## src/rtl/lease_alloc.sv

```systemverilog
module lease_alloc #(
  parameter int UNITS     = 8,
  parameter int PROCS     = 3,
  parameter int LEASE_MAX = 5,
  localparam int UW = $clog2(UNITS),
  localparam int CW = $clog2(UNITS + 1),
  localparam int PW = $clog2(PROCS + 1),
  localparam int LW = $clog2(LEASE_MAX + 1)
) (
  input  logic          clk,
  input  logic          rst,
  input  logic [2:0]    cmd,
  input  logic [PW-1:0] cmd_proc,
  input  logic [CW-1:0] cmd_qty,
  input  logic [LW-1:0] cmd_exp,
  output logic          rsp_grant,
  output logic          rsp_reject,
  output logic [UW-1:0] rsp_unit,
  output logic [CW-1:0] free_cnt
);

  logic [UNITS-1:0][PW-1:0] owner_q, owner_n;
  logic [UNITS-1:0][LW-1:0] lease_q, lease_n;
  logic [PROCS-1:0]         selv_q, selv_n;
  logic [PROCS-1:0][UW-1:0] sel_q, sel_n;
  logic [UW-1:0]            vp_q;
  logic [PW-1:0]            pp_q;
  logic [CW-1:0]            fc_n, taken;
  logic [UW-1:0]            first;
  logic                     found, held, owns;

  wire is_alloc  = cmd == 3'd1;
  wire is_free   = cmd == 3'd2;
  wire is_extend = cmd == 3'd3;
  wire is_tick   = cmd == 3'd4;
  wire proc_ok   = cmd_proc < PW'(PROCS);

  wire [LW-1:0] exp_c = (cmd_exp == '0) ? LW'(1) :
                        (cmd_exp > LW'(LEASE_MAX)) ? LW'(LEASE_MAX) : cmd_exp;

  always_comb begin
    held = 1'b0;
    for (int p = 0; p < PROCS; p++)
      if (cmd_proc == PW'(p)) held = selv_q[p];
  end

  wire alloc_ok = is_alloc && proc_ok && !held &&
                  cmd_qty != '0 && cmd_qty <= free_cnt;

  always_comb begin
    owner_n = owner_q;
    lease_n = lease_q;
    sel_n   = sel_q;
    selv_n  = selv_q;
    taken   = '0;
    first   = '0;
    found   = 1'b0;

    for (int u = 0; u < UNITS; u++) begin
      if (alloc_ok && lease_q[u] == '0 && taken < cmd_qty) begin
        owner_n[u] = cmd_proc;
        lease_n[u] = exp_c;
        if (!found) first = UW'(u);
        found = 1'b1;
        taken = taken + 1'b1;
      end else if (proc_ok && lease_q[u] != '0 && owner_q[u] == cmd_proc) begin
        if (is_free)        lease_n[u] = '0;
        else if (is_extend) lease_n[u] = exp_c;
        else if (is_tick)   lease_n[u] = lease_q[u] - 1'b1;
      end
    end

    for (int p = 0; p < PROCS; p++) begin
      if (cmd_proc == PW'(p)) begin
        if (alloc_ok) begin
          selv_n[p] = 1'b1;
          sel_n[p]  = first;
        end else if (is_free) begin
          selv_n[p] = 1'b0;
        end
      end
    end

    if (lease_n[vp_q] > LW'(LEASE_MAX) || owner_n[vp_q] >= PW'(PROCS))
      lease_n[vp_q] = '0;

    owns = 1'b0;
    for (int u = 0; u < UNITS; u++)
      if (lease_n[u] != '0 && owner_n[u] == pp_q) owns = 1'b1;
    for (int p = 0; p < PROCS; p++)
      if (pp_q == PW'(p) && !owns) selv_n[p] = 1'b0;

    fc_n = '0;
    for (int u = 0; u < UNITS; u++)
      fc_n = fc_n + {{(CW-1){1'b0}}, lease_n[u] == '0};
  end

  always_ff @(posedge clk) begin
    if (rst) begin
      owner_q    <= '0;
      lease_q    <= '0;
      selv_q     <= '0;
      sel_q      <= '0;
      vp_q       <= '0;
      pp_q       <= '0;
      free_cnt   <= CW'(UNITS);
      rsp_grant  <= 1'b0;
      rsp_reject <= 1'b0;
      rsp_unit   <= '0;
    end else begin
      owner_q    <= owner_n;
      lease_q    <= lease_n;
      selv_q     <= selv_n;
      sel_q      <= sel_n;
      vp_q       <= (vp_q == UW'(UNITS - 1)) ? '0 : vp_q + 1'b1;
      pp_q       <= (pp_q >= PW'(PROCS - 1)) ? '0 : pp_q + 1'b1;
      free_cnt   <= fc_n;
      rsp_grant  <= alloc_ok;
      rsp_reject <= is_alloc && !alloc_ok;
      rsp_unit   <= first;
    end
  end

endmodule

```

## config.mk

```make
export PLATFORM = sky130hd
export DESIGN_NAME = lease_alloc
export DESIGN_NICKNAME = d
export VERILOG_FILES = /design/src/rtl/lease_alloc.sv
export SDC_FILE = /design/constraint.sdc
export NUM_CORES = 1
export LEC_CHECK = 0
export BUFFER_PORTS_ARGS = -buffer_cell sky130_fd_sc_hd__buf_4
export CAP_MARGIN = 20
export CORE_UTILIZATION = 50
export DETAILED_ROUTE_END_ITERATION = 6
export GPL_TIMING_DRIVEN = 0
export PLACE_DENSITY = 0.67
export SYNTH_ARGS = -nofsm -noshare
export SYNTH_HDL_FRONTEND = slang
export SYNTH_SLANG_ARGS = --single-unit
```

## constraint.sdc

```tcl
create_clock -name clk -period 21.8 [get_ports clk]
set_input_delay 4.36 -clock clk [delete_from_list [all_inputs] [get_ports clk]]
set_output_delay 4.36 -clock clk [all_outputs]
set_load 0.01 [all_outputs]
```

==> impl_metrics.json <==
{
  "grt_max_degree": 12,
  "cpPeakStageDelay_ns": 0.55,
  "fin_crit_sh": 0.958,
  "yosysTopAreaCell": "dfxtp_1",
  "crit_path_end_kind": "flip-flop",
  "r2r_cells": 62,
  "multiInputGateArea_um2": 4160,
  "syn_area_um2": 5570,
  "p_per_area_nw_per_um2": 83.5,
  "setup_viol": 0,
  "layout_common_cells": "72 x nor2_1, 57 x a21oi_1, 57 x dfxtp_1, 51 x ha_1, 47 x nand2_1",
  "rsz0062_at_grt": "false",
  "dpl.hpwl_um": 14500,
  "start_util": 0.514,
  "grtUsageTotal": 0.332,
  "finalCoreUtilization": 0.565,
  "worst_ir_drop_vdd_uv": 116,
  "gr-total-overflow": 0,
  "antenna_found_initial": 0,
  "cap_violations": 0,
  "n_fill_cell": 1063,
  "synth_top_area_frac": 0.205,
  "cts_buffers": 9,
  "fmax_ghz": 0.0479,
  "diodes": 0,
  "port_buffers": 20,
  "rows": 38,
  "outcome": "finished, violations left",
  "core_area_um2": 10800,
  "chipHeight_um": 108,
  "slowest_stage": "fa_1",
  "dpl_cell_area_um2": 5900,
  "min_path_cells": 2,
  "synthCells": 719,
  "hold_path.class": "flip-flop to flip-flop",
  "tightest_slew_ns": 1.12,
  "regArea_um2": 1140,
  "worst-path-max-fanout": 11,
  "dieArea_um2": 11600,
  "syn_nets": 788,
  "layout.nets": 819,
  "yosysWarnings": 0,
  "drc": 7,
  "ys_ff_latch": 57,
  "slew_headroom": 0.249,
  "reg2reg_to": "free_cnt[1]$_SDFF_PP0_",
  "stdcell_area_um2": 6130,
  "drt-initial-drc-count": 659,
  "min_period_ns": 20.89,
  "synth_area_per_cell_um2": 7.75,
  "synthArstFlopShare": 0,
  "hold_viol": 0,
  "grt_pass1_vias": 5326,
  "reg2reg_slack_ns": 4.97,
  "ant_nets": 0,
  "routed-via-count": 5729,
  "ys_top_cells_by_area": "dfxtp_1 20%, ha_1 11%, a21oi_1 5.1%",
  "r2r_start": "free_cnt[1]$_SDFF_PP0_",
  "violations": "design-rule violations",
  "ys_seq_area_frac": 0.205,
  "min_to": "selv_q[2]$_SDFFE_PP0P_",
  "grt_pass1_wl_um": 28800,
  "required_ns": 22.07,
  "drv_slew": 0,
  "cts-root-buf": "clkbuf_8",
  "critPathArrivalTime_ns": 21.16,
  "final_common_cell": "nor2_1",
  "startpoint": "cmd_qty[0]",
  "cts_tree": "built",
  "wl_um": 18800,
  "leakagePower_nw": 2.41,
  "cts.clk_slew.worst_paths_ns": 0.06,
  "num_io_pins": 23,
  "cts_buffer_depth": 2,
  "hold_start": "selv_q[2]$_SDFFE_PP0P_",
  "firstDrtPassIters": 7,
  "cts_max_level": 3,
  "synth_edf_count": 0,
  "start_kind": "input port",
  "post_drt_via_cell_ratio": 6.40,
  "critPathKind": "input port to flip-flop",
  "numClockSinks": 57,
  "ys.flop_type": "dfxtp_1",
  "clk_latency_ns": 0.36,
  "syn2layout_area_growth_pct": 9.95,
  "routedWlPerCell_um": 21.0,
  "finClkSkew_ns": 0.0206,
  "place.gp.congestion": 0.971,
  "drive_gt1_frac": 0.106,
  "die_w_um": 108,
  "crit_top_cell": "ha_1",
  "synth.distinct_cells": 82
}
## worst max-delay path: cells and delay by family
family | cells | cell delay [ns]
simple gates | 13 | 2.77
mux | 4 | 1.18
compound gates | 17 | 5.02
xor+xnor | 2 | 0.40
buf+inv | 14 | 3.03
fa+ha+maj | 13 | 4.33
## power breakdown
group,total (mW),switching [mW],internal (mW)
clock,0.109,0.0464,0.0621
sequential,0.128,0.0105,0.118
combinational,0.274,0.163,0.111
## Yosys cell counts, types with 4 or more instances
library cell and count:
or2_2 9, a31oi_1 12, a211o_1 4, xor2_1 10
nor3b_1 6, nand2b_1 22, fa_1 4, o22a_1 7
a211oi_1 7, nand2_1 47, nor2_1 72, nor4_1 10
buf_1 4, o21ai_0 22, o31ai_1 5, nand4_1 6
a41oi_1 6, and3_1 4, ha_1 51, or3_1 7
buf_2 5, mux2i_1 19, a221oi_1 5, a22oi_1 4
inv_1 41, mux2_2 9, o21a_1 5, nor2b_1 20
o22ai_1 12, a21oi_1 57, a21o_1 8, a221o_1 4
nor3_1 25, and2_1 10, clkbuf_1 23, dfxtp_1 57
nand3_1 14, xnor2_1 20
## cell type report
class,count,area share
buffer,32,0.0212
inverter,43,0.0263
timing repair buffer,20,0.0245
multi-input combinational,587,0.679
clock inverter,2,0.00572
sequential,57,0.186
tap,140,0.0286
clock buffer,14,0.0282
## per-stage QoR
stage	hold slack [ns]	setup slack (ns)	TNS [ns]	std cells	power (mW)
after CTS	0.511	0.269	0	895	0.509
final	0.515	0.909	0	895	0.511
after detailed placement	0.495	-0.0425	-0.0711	879	0.401
after global placement	0.488	0.0814	0	879	0.393
after global routing	0.542	0.0272	0	895	0.546
after floorplan	0.475	3.59	0	719	0.324
## sequential cells by signal, indices dropped and copies added, names as in the netlist
signal and count:
free_cnt 4, lease_q 24, owner_q 16, pp_q 2, rsp_grant 1, rsp_reject 1, rsp_unit 3, selv_q 3
vp_q 3
## how the worst max path moves through the flow
stage	to	slack (ns)	cells after the start
final	free_cnt[1]$_SDFF_PP0_	0.91	63
after detailed placement	free_cnt[2]$_SDFF_PP0_	-0.04	65
after CTS	free_cnt[2]$_SDFF_PP0_	0.27	65
after global routing	free_cnt[2]$_SDFF_PP0_	0.03	64
after floorplan	free_cnt[2]$_SDFF_PP0_	3.59	64
after global placement	free_cnt[1]$_SDFF_PP0_	0.08	64
## cells by family after synthesis
group                      Yosys count  synth area share
adders and majority gates           55             0.129
xor gates and xnor gates            30            0.0472
buffers and inverters               75            0.0516
AOI/OAI and AO/OA                  200             0.253
and+or+nand+nor                    270             0.251
DFF                                 57             0.205
muxes                               31            0.0629
other                                1          0.000673
## layer usage
| metal | vias up | GRT usage | share of wire |
|---|---|---|---|
| met3 | 37 | 0.0496 | 0.086 |
| met5 | - | 0 | 0 |
| met4 | 0 | 0.132 | 0.026 |
| met1 | 2694 | 0.452 | 0.44 |
| met2 | 304 | 0.524 | 0.45 |
| li1 | 2694 | - | - |
## repair_timing
action	in CTS	in global routing
resized for setup	0	9
endpoints found under the setup margin	0	4
hold buffers	0	0
setup buffers	0	0
(Power assumes the default switching activity.)
